<file path="config.mk">
export PLATFORM = sky130hd
export DESIGN_NAME = rx_credit_fc
export DESIGN_NICKNAME = d
export VERILOG_FILES = /design/src/rtl/rx_credit_pkg.sv /design/src/rtl/rx_credit_regs.sv /design/src/rtl/rx_credit_counter.sv /design/src/rtl/rx_credit_hyst.sv /design/src/rtl/rx_credit_fc.sv
export SDC_FILE = /design/constraint.sdc
export NUM_CORES = 1
export LEC_CHECK = 0
export ABC_AREA = 1
export CORE_UTILIZATION = 47
export DETAILED_ROUTE_END_ITERATION = 6
export GPL_TIMING_DRIVEN = 1
export HOLD_SLACK_MARGIN = 0.06
export PLACE_DENSITY_LB_ADDON = 0.1
export SYNTH_ARGS = -nofsm -noshare
export SYNTH_HDL_FRONTEND = slang
export SYNTH_SLANG_ARGS = --single-unit
</file>
<file path="constraint.sdc">
create_clock -name clk -period 2.55 [get_ports clk]
set_input_delay 0.765 -clock clk [delete_from_list [all_inputs] [get_ports clk]]
set_output_delay 0.765 -clock clk [all_outputs]
set_load 0.005 [all_outputs]
</file>
<file path="src/rtl/rx_credit_pkg.sv">
package rx_credit_pkg;
  localparam int unsigned CFG_OFS    = 0;
  localparam int unsigned UNIT_BASE  = 4;
  localparam int unsigned UNIT_STRIDE = 12;
  localparam int unsigned FORCE_BIT  = 31;

  typedef struct packed {
    logic        hit;
    logic        force_ld;
    logic [31:0] value;
  } alloc_req_t;
endpackage

</file>
<file path="src/rtl/rx_credit_regs.sv">
module rx_credit_regs
  import rx_credit_pkg::*;
#(
  parameter int unsigned UNIT_IDX = 1,
  parameter int unsigned CNT_W    = 6,
  parameter int unsigned ADDR_W   = 8
) (
  input  logic              clk,
  input  logic              rst_n,
  input  logic              reg_wr,
  input  logic [ADDR_W-1:0] reg_addr,
  input  logic [31:0]       reg_wdata,
  output logic              unit_on,
  output logic [CNT_W-1:0]  thr_lo,
  output logic [CNT_W-1:0]  thr_hi,
  output alloc_req_t        alloc
);
  localparam int unsigned LO_OFS    = UNIT_BASE + UNIT_STRIDE * UNIT_IDX;
  localparam int unsigned HI_OFS    = LO_OFS + 4;
  localparam int unsigned ALLOC_OFS = LO_OFS + 8;
  localparam int unsigned EN_BIT    = UNIT_IDX + 1;

  logic cfg_hit, lo_hit, hi_hit, alloc_hit;
  logic eng_en_q, pair_en_q;

  assign cfg_hit   = reg_wr && (reg_addr == ADDR_W'(CFG_OFS));
  assign lo_hit    = reg_wr && (reg_addr == ADDR_W'(LO_OFS));
  assign hi_hit    = reg_wr && (reg_addr == ADDR_W'(HI_OFS));
  assign alloc_hit = reg_wr && (reg_addr == ADDR_W'(ALLOC_OFS));

  always_ff @(posedge clk or negedge rst_n) begin
    if (!rst_n) begin
      eng_en_q  <= 1'b0;
      pair_en_q <= 1'b0;
      thr_lo    <= '0;
      thr_hi    <= '0;
    end else begin
      if (cfg_hit) begin
        eng_en_q  <= reg_wdata[0];
        pair_en_q <= reg_wdata[EN_BIT];
      end
      if (lo_hit) thr_lo <= reg_wdata[CNT_W-1:0];
      if (hi_hit) thr_hi <= reg_wdata[CNT_W-1:0];
    end
  end

  assign unit_on        = eng_en_q && pair_en_q;
  assign alloc.hit      = alloc_hit;
  assign alloc.force_ld = reg_wdata[FORCE_BIT];
  assign alloc.value    = reg_wdata;

  // at most one register is selected by any write
  a_r10_decode_exclusive: assert property (@(posedge clk) disable iff (!rst_n)
    $onehot0({cfg_hit, lo_hit, hi_hit, alloc_hit}));
endmodule

</file>
<file path="src/rtl/rx_credit_counter.sv">
module rx_credit_counter
  import rx_credit_pkg::*;
#(
  parameter int unsigned CNT_W = 6
) (
  input  logic             clk,
  input  logic             rst_n,
  input  logic             unit_on,
  input  logic             consume,
  input  alloc_req_t       alloc,
  output logic [CNT_W-1:0] cnt_q
);
  localparam logic [CNT_W-1:0] CNT_MAX = {CNT_W{1'b1}};

  function automatic logic [CNT_W-1:0] sat_step(input logic [CNT_W-1:0] cur,
                                                input logic [CNT_W-1:0] add,
                                                input logic take);
    logic [CNT_W+1:0] wide;
    wide = {2'b00, cur} + {2'b00, add} - {{(CNT_W+1){1'b0}}, take};
    if (wide[CNT_W+1])   return '0;
    else if (wide[CNT_W]) return CNT_MAX;
    else                  return wide[CNT_W-1:0];
  endfunction

  logic             take_ev;
  logic             force_ev;
  logic [CNT_W-1:0] credit;
  logic [CNT_W-1:0] cnt_d;
  logic             unused_bits;

  assign take_ev     = consume && unit_on;
  assign force_ev    = alloc.hit && alloc.force_ld;
  assign credit      = (alloc.hit && !alloc.force_ld) ? alloc.value[CNT_W-1:0] : '0;
  assign unused_bits = ^alloc.value[31:CNT_W];

  always_comb begin
    if (force_ev) cnt_d = alloc.value[CNT_W-1:0];
    else          cnt_d = sat_step(cnt_q, credit, take_ev);
  end

  always_ff @(posedge clk or negedge rst_n) begin
    if (!rst_n) cnt_q <= '0;
    else        cnt_q <= cnt_d;
  end

  a_r3_force_load: assert property (@(posedge clk) disable iff (!rst_n)
    force_ev |=> cnt_q == $past(alloc.value[CNT_W-1:0]));
  a_r4_no_underflow: assert property (@(posedge clk) disable iff (!rst_n)
    (cnt_q == '0 && !alloc.hit) |=> cnt_q == '0);
  a_r5_no_overflow: assert property (@(posedge clk) disable iff (!rst_n)
    (cnt_q == CNT_MAX && alloc.hit && !alloc.force_ld && !consume) |=> cnt_q == CNT_MAX);
  a_r9_consume_gated: assert property (@(posedge clk) disable iff (!rst_n)
    (!unit_on && !alloc.hit) |=> $stable(cnt_q));
endmodule

</file>
<file path="src/rtl/rx_credit_hyst.sv">
module rx_credit_hyst #(
  parameter int unsigned CNT_W = 6
) (
  input  logic             clk,
  input  logic             rst_n,
  input  logic             unit_on,
  input  logic [CNT_W-1:0] cnt,
  input  logic [CNT_W-1:0] thr_lo,
  input  logic [CNT_W-1:0] thr_hi,
  output logic             fc_q
);
  logic below_lo, above_hi;

  assign below_lo = cnt < thr_lo;
  assign above_hi = cnt > thr_hi;

  always_ff @(posedge clk or negedge rst_n) begin
    if (!rst_n)        fc_q <= 1'b0;
    else if (!unit_on) fc_q <= 1'b0;
    else if (below_lo) fc_q <= 1'b1;
    else if (above_hi) fc_q <= 1'b0;
  end

  a_r7_assert_low: assert property (@(posedge clk) disable iff (!rst_n)
    (unit_on && below_lo) |=> fc_q);
  a_r8_hold_set: assert property (@(posedge clk) disable iff (!rst_n)
    (unit_on && fc_q && !above_hi) |=> fc_q);
  a_r8_hold_clear: assert property (@(posedge clk) disable iff (!rst_n)
    (!fc_q && !below_lo) |=> !fc_q);
  a_r9_off_clear: assert property (@(posedge clk) disable iff (!rst_n)
    !unit_on |=> !fc_q);
endmodule

</file>
<file path="src/rtl/rx_credit_fc.sv">
module rx_credit_fc
  import rx_credit_pkg::*;
#(
  parameter int unsigned UNIT_IDX = 1,
  parameter int unsigned CNT_W    = 6,
  parameter int unsigned ADDR_W   = 8
) (
  input  logic              clk,
  input  logic              rst_n,
  input  logic              reg_wr,
  input  logic [ADDR_W-1:0] reg_addr,
  input  logic [31:0]       reg_wdata,
  input  logic              consume,
  output logic              fc_assert,
  output logic [CNT_W-1:0]  avail_cnt
);
  logic             unit_on;
  logic [CNT_W-1:0] thr_lo, thr_hi;
  alloc_req_t       alloc;

  rx_credit_regs #(.UNIT_IDX(UNIT_IDX), .CNT_W(CNT_W), .ADDR_W(ADDR_W)) u_regs (
    .clk(clk), .rst_n(rst_n), .reg_wr(reg_wr), .reg_addr(reg_addr),
    .reg_wdata(reg_wdata), .unit_on(unit_on), .thr_lo(thr_lo),
    .thr_hi(thr_hi), .alloc(alloc));

  rx_credit_counter #(.CNT_W(CNT_W)) u_cnt (
    .clk(clk), .rst_n(rst_n), .unit_on(unit_on), .consume(consume),
    .alloc(alloc), .cnt_q(avail_cnt));

  rx_credit_hyst #(.CNT_W(CNT_W)) u_hyst (
    .clk(clk), .rst_n(rst_n), .unit_on(unit_on), .cnt(avail_cnt),
    .thr_lo(thr_lo), .thr_hi(thr_hi), .fc_q(fc_assert));

  // outputs clear in the first cycle after reset release
  a_r1_reset_state: assert property (@(posedge clk)
    $rose(rst_n) |-> (avail_cnt == '0 && !fc_assert));
endmodule

</file>
After elaboration in Yosys (flattened, before gate mapping)
Cells that the tools add are included.
Widths: inputs -> output; s select.
{"block": "word_totals", "register_bits": 21, "input_bits": 44, "output_inout_bits": 7, "wordCells": 31}
{"block": "op_classes", "add_sub_neg": 2, "n_lt_le_gt_ge": 2, "n_eq_ne": 4, "n_mux": 7, "n_reduce_logical": 10}
{"cell": "$eq 8x5->1 const B", "count": 3}
{"cell": "$mux 6", "count": 4}
{"cell": "$logic_and 1x1->1", "count": 8}
{"cell": "$logic_not 8->1", "count": 1}
{"cell": "$sub 8x1->8", "count": 1}
{"cell": "$add 6x6->7", "count": 1}
{"cell": "$gt 6x6->1", "count": 1}
{"cell": "$lt 6x6->1", "count": 1}
{"cell": "$mux 1", "count": 3}
{"cell": "$ne 3x1->1 const B", "count": 1}
{"cell": "$logic_not 1->1", "count": 1}

Logic depth before layout (Yosys ltp)
{"block": "logic_depth", "word_depth": 9, "depth_mapped": 22, "mapped_depth_nobuf": 22}

Modules after synthesis
Synthesis repeated with hierarchy kept, for this count alone.
{"block": "hier_totals", "hier_cells": 287, "hier_area_um2": 2037.0}
{"mod": "rx_credit_regs", "n_inst": 1, "cells_per_inst": 119, "area_each_um2": 927.1, "seq_area_each_um2": 350.3}
{"mod": "rx_credit_counter", "n_inst": 1, "cells_per_inst": 116, "area_each_um2": 759.5, "seq_area_each_um2": 150.1}
{"mod": "rx_credit_hyst", "n_inst": 1, "cells_per_inst": 52, "area_each_um2": 350.3, "seq_area_each_um2": 25.0}

Worst setup path before layout
OpenSTA, ideal clock, no wires.
{"block": "synth_path", "path_kind": "input port to flip-flop", "startpoint": "input reg_addr[7]", "endpoint": "register u_cnt.cnt_q[0]", "setup_time_ps": 116, "arrival_time_ps": 3031, "required_time_ps": 2434, "path_slack_ps": -598, "cell_stages": 20, "path_buffers": 0, "cell_sequence": "nor2_1 nand2_1 nor3_2 nand2_1 nor2_1 inv_1 nor2_1 ha_1 inv_1 fa_1 ha_1 inv_1 a21oi_2 nand3_1 nor2_4 nand3_2 nand2_4 nand2_1 nand2_1 nand2_1"}
{"block": "synth_between", "elab_chain_len": 9, "word_cells_on_any_way": 10, "cone_classes": "add/sub (2); eq/ne (1); mux (4); reduce/logical (3)"}
{"element": "from (decl)", "line": "rx_credit_fc.sv:11", "rtl": "input logic [ADDR_W-1:0] reg_addr,"}
{"element": "$eq 8x5->1 (*)", "line": "rx_credit_regs.sv:29", "rtl": "assign alloc_hit = reg_wr && (reg_addr == ADDR_W'(ALLOC_OFS));"}
{"element": "$logic_and 1x1->1 (*)", "line": "rx_credit_regs.sv:29"}
{"element": "$logic_and 1x1->1", "line": "rx_credit_counter.sv:33", "rtl": "assign credit = (alloc.hit && !alloc.force_ld) ? alloc.value[CNT_W-1:0] : '0;"}
{"element": "$mux 6", "line": "rx_credit_counter.sv:33"}
{"element": "$add 6x6->7", "line": "rx_credit_counter.sv:19", "rtl": "wide = {2'b00, cur} + {2'b00, add} - {{(CNT_W+1){1'b0}}, take};"}
{"element": "$sub 8x1->8", "line": "rx_credit_counter.sv:19"}
{"element": "$mux 6", "line": "rx_credit_counter.sv:21", "rtl": "else if (wide[CNT_W]) return CNT_MAX;"}
{"element": "$mux 6", "line": "rx_credit_counter.sv:20", "rtl": "if (wide[CNT_W+1]) return '0;"}
{"element": "$mux 6 (*)", "line": "rx_credit_counter.sv:37", "rtl": "if (force_ev) cnt_d = alloc.value[CNT_W-1:0];"}
{"element": "via u_cnt.cnt_d[0]", "line": "rx_credit_counter.sv:28", "rtl": "logic [CNT_W-1:0] cnt_d;"}
{"element": "to (signal assigned)", "line": "rx_credit_counter.sv:43", "rtl": "else cnt_q <= cnt_d;"}
{"element": "to (decl)", "line": "rx_credit_counter.sv:11", "rtl": "output logic [CNT_W-1:0] cnt_q"}
Mark *: on every way through the listed nets, which the timed path passes. The rest lies on a longest branch.
A chain may end at the register's enable or synchronous reset.

Final worst setup path
{"block": "layout_path", "startpoint": "input reg_addr[0]", "endpoint": "register u_cnt.cnt_q[4]"}
The elaborated chain is that of the path after synthesis.

==> summary.md <==
| Metric | Value |
|---|---|
| Status | `complete, but fails checks` |
| Failing checks | `negative setup slack` |
| CTS tree | `yes` |
| Worst path slowest cell | `fa_1` |
| Critical Path Fanout Max | `3` |
| Initial Utilization | `around 50%` |
| CP bufs+invs | `8` |
| Vias | `between 1.5k and 2k` |
| LEAKAGE | `around 0.0012 uW` |
| Clk sinks | `21` |
| Total wire length | `approximately 4.1 mm` |
| Final WS setup | `-460 ps` |
| Die height | `62.3 um` |
| Final hold violation count | `0` |
| Root Driver | `clkbuf_4` |
| Port bufs | `25` |
| Longest individual stage delay on the worst path | `roughly 530 ps` |
| Clock transition at path regs | `roughly 110 ps` |
| FF+latch area | `roughly 530 sq um` |
| Prevailing post-synth register cell | `dfrtp_1` |
| CP Data Required Time | `about 2800 ps` |
| Post-synth EDFFs | `0` |
| Rel. slew slack | `72.9%` |
| Slew Limit Fails | `0` |
| Worst Setup End Kind | `flip-flop` |
| GRT met2 Usage | `between 30 and 40%` |
| Crit path cell chain | `buf_6, or2_4, nor2_4, nand2_1, nor2_1, inv_1, buf_4, nor2_2, inv_1, fa_1, ha_2, inv_2, a21oi_4, buf_4, buf_6, buf_4, a21oi_2, nor3_2, o21ai_1` |
| Antenna violations before repair | `0` |
| Share of the synthesized area in the top cell type | `a little under a third` |
| Final hold slack | `between 400 and 500 ps` |
| Dpl cells | `around 340` |
| Period utilization | `118%` |
| Maxcap violations | `0` |
| Drt drc | `0` |
| Area of the mapped netlist | `1710 sq um` |
| Minimum clock period | `between 3000 and 4000 ps` |
| NumNets Final | `approximately 370` |
| P per Cell Area | `334 nW/um^2` |
| Post-synthesis cell type count | `29` |
| Syn Inst Count | `around 230` |
| Final setup viols | `6` |
| Unrepaired setup endpoints after global routing | `yes` |
| Crit path arrival time | `roughly 3200 ps` |
| Vias per cell | `approximately 5` |
| Worst IR drop on VDD | `between 0.2 and 0.25 mV` |
| Met3 usage | `4.23%` |
| DRT iter0 DRCs | `79` |
| Cell row count | `21` |
| Io pins | `51` |
| Total Power | `819 uW` |
| Detail Route Antenna Nets | `0` |
| Syn_area_per_cell | `between 7 and 8 sq um` |
| Vias in the first global route | `between 1.5k and 2k` |
| Design area | `2450 sq um` |
| Worst-Margin Slew | `around 410 ps` |
| Wire length of the first global-routing pass | `between 7 and 8 mm` |
| Ratio of cells with drive above 1 in the final layout | `a little over a third` |
| TritonRoute pass-1 iters | `4` |
| Worst-Skew Late Latency | `between 300 and 400 ps` |
| Critical Path Start Type | `primary input` |
| H-tree levels | `1` |
| Core footprint | `3420 sq um` |
| Routing usage on met1 | `between 30% and 40%` |
| Number of fillers in the final layout | `303` |
| Area leader, netlist | `dfrtp_1` |
| Die footprint | `~3900 sq um` |
| Num CTS Buffers | `3` |
| Most used cell, CP | `buf_4` |
| Hold Crit Class | `flip-flop to flip-flop` |
| Die width | `~62 um` |
| Total grt overflow | `0` |
| Most used routing layer | `met2` |
| Skew final | `5.86 ps` |
| Register area share after synthesis | `30.8%` |
| Placer Congestion | `~0.86` |
| WP depth | `19` |
| Reg2Reg Depth | `12` |
| FMAX | `332 MHz` |
| Diodes inserted | `0` |
| Setup slack, reg-to-reg | `between 300 and 400 ps` |
| Critical path class | `primary input to flip-flop` |
| Synth top area cells | `dfrtp_1, ha_1, nand2_1` |
| DR WL/cell | `between 10 and 15 um` |
| GRT Overall Usage | `between 20 and 25%` |
| Largest net degree at the start of global routing | `22` |
| Multi-input gate area | `around 1100 sq um` |
| Yosys reg bits | `21` |
| Mapped Nets | `approximately 300` |
| Synth async-reset ratio | `100%` |
| Post-Layout Cell Count | `between 300 and 400` |
| CTS max path bufs | `2` |
| Area grow syn2layout | `43.7%` |
| CP top delay family | `simple AND/OR/NAND/NOR gates` |
| HPWL after DPL | `3.15 mm` |
| Hold Path Depth | `2` |
| Yosys warns | `0` |
| Cell Area, Placed | `2270 sq um` |
==> logic make-up (layout without fill, tap and decap cells) <==
| logic type | Yosys count | after routing | share of synthesized area, % |
|---|---|---|---|
| AOI/OAI and AO/OA | 31 | 31 | 10.1 |
| adders and majority gates | 20 | 20 | 15.1 |
| DFF | 21 | 21 | 30.8 |
| xor gates and xnor gates | 2 | 2 | 1.03 |
| and+or+nand+nor | 117 | 117 | 33.8 |
| buffers and inverters | 42 | 112 | 9.23 |
==> worst min-delay path, cell delays in order (launching register included) <==
cell	delay, ps
dfrtp_1	360
nand2_1	50
o21ai_1	60
==> layout make-up <==
| cell class | count | share of cell area (%) |
|---|---|---|
| clock buffers | 4 | 1.07 |
| inverters | 40 | 6.12 |
| multi-input cells | 170 | 46.5 |
| well taps | 46 | 2.35 |
| flip-flops and latches | 21 | 21.4 |
| repair buffers | 68 | 22.6 |
==> routing by layer <==
metal | routed length [um] | up-vias
li1 | - | 886
met1 | 2030 | 758
met5 | 0 | -
met2 | 1810 | 44
met4 | 65 | 0
met3 | 193 | 8
==> Yosys cell counts, types with 5 or more instances <==
cell,n
a21oi_1,10
dfrtp_1,21
ha_1,19
inv_1,35
inv_2,5
nand2_1,59
nand2_2,9
nand3_1,14
nand3_2,5
nor2_1,15
nor3_1,5
o21ai_1,13
==> layout by cell type (no fill, tap or decap), types with 2 or more instances in the layout <==
master / instances
o21ai_0: 2
inv_2: 9
buf_6: 4
nand2_2: 17
nor2_1: 11
clkbuf_2: 3
clkdlybuf4s50_1: 16
dfrtp_1: 21
ha_2: 2
nand3_1: 13
buf_4: 42
nor3_1: 4
nand2_1: 51
ha_1: 15
nor2_2: 3
inv_1: 31
a21oi_4: 2
ha_4: 2
nand2_4: 2
a21oi_2: 3
o21bai_1: 2
nor2_4: 3
a21oi_1: 7
o21ai_1: 13
buf_2: 2
nand3_2: 6
clkbuf_4: 3
==> stage by stage <==
stage	util, %	setup TNS, ps	setup slack [ps]
floorplan	-	-3300	-582
global placement	66.4	-5880	-1000
detailed placement	66.4	-6340	-1080
CTS	69.1	-2800	-489
global route	71.8	-3320	-574
finish	71.8	-2530	-460
==> flip-flops by register name, summed over array words and instances, names as in the netlist <==
name,flops
u_cnt.cnt_q,6
u_hyst.fc_q,1
u_regs.thr_lo,6
u_regs.thr_hi,6
u_regs.pair_en_q,1
u_regs.eng_en_q,1
==> power by group <==
part | switching, uW | internal (uW)
Clock | 99.0 | 61.1
Sequential | 19.9 | 353
Combinational | 137 | 149
Total | 256 | 563
==> what timing repair did <==
item / CTS / global route
buffers inserted: 7 / 3
endpoints found under the hold margin: 0 / 0
hold buffers: 0 / 0
gates resized for setup: 32 / 24
pin swaps: 14 / 15
setup endpoints to repair: 6 / 6
==> path summary, 6_finish.rpt <==
path	startpoint	end
worst max-delay path	reg_addr[0]	u_cnt.cnt_q[4]
worst max register to register	u_cnt.cnt_q[0]	u_cnt.cnt_q[4]
min in group asynchronous	rst_n	u_regs.thr_hi[4]
worst min-delay path	u_regs.thr_lo[2]	u_regs.thr_lo[2]
worst min register to register	u_regs.thr_lo[2]	u_regs.thr_lo[2]
max in group asynchronous	rst_n	u_regs.thr_lo[2]
No activity file was read; power rests on OpenSTA's default activity.
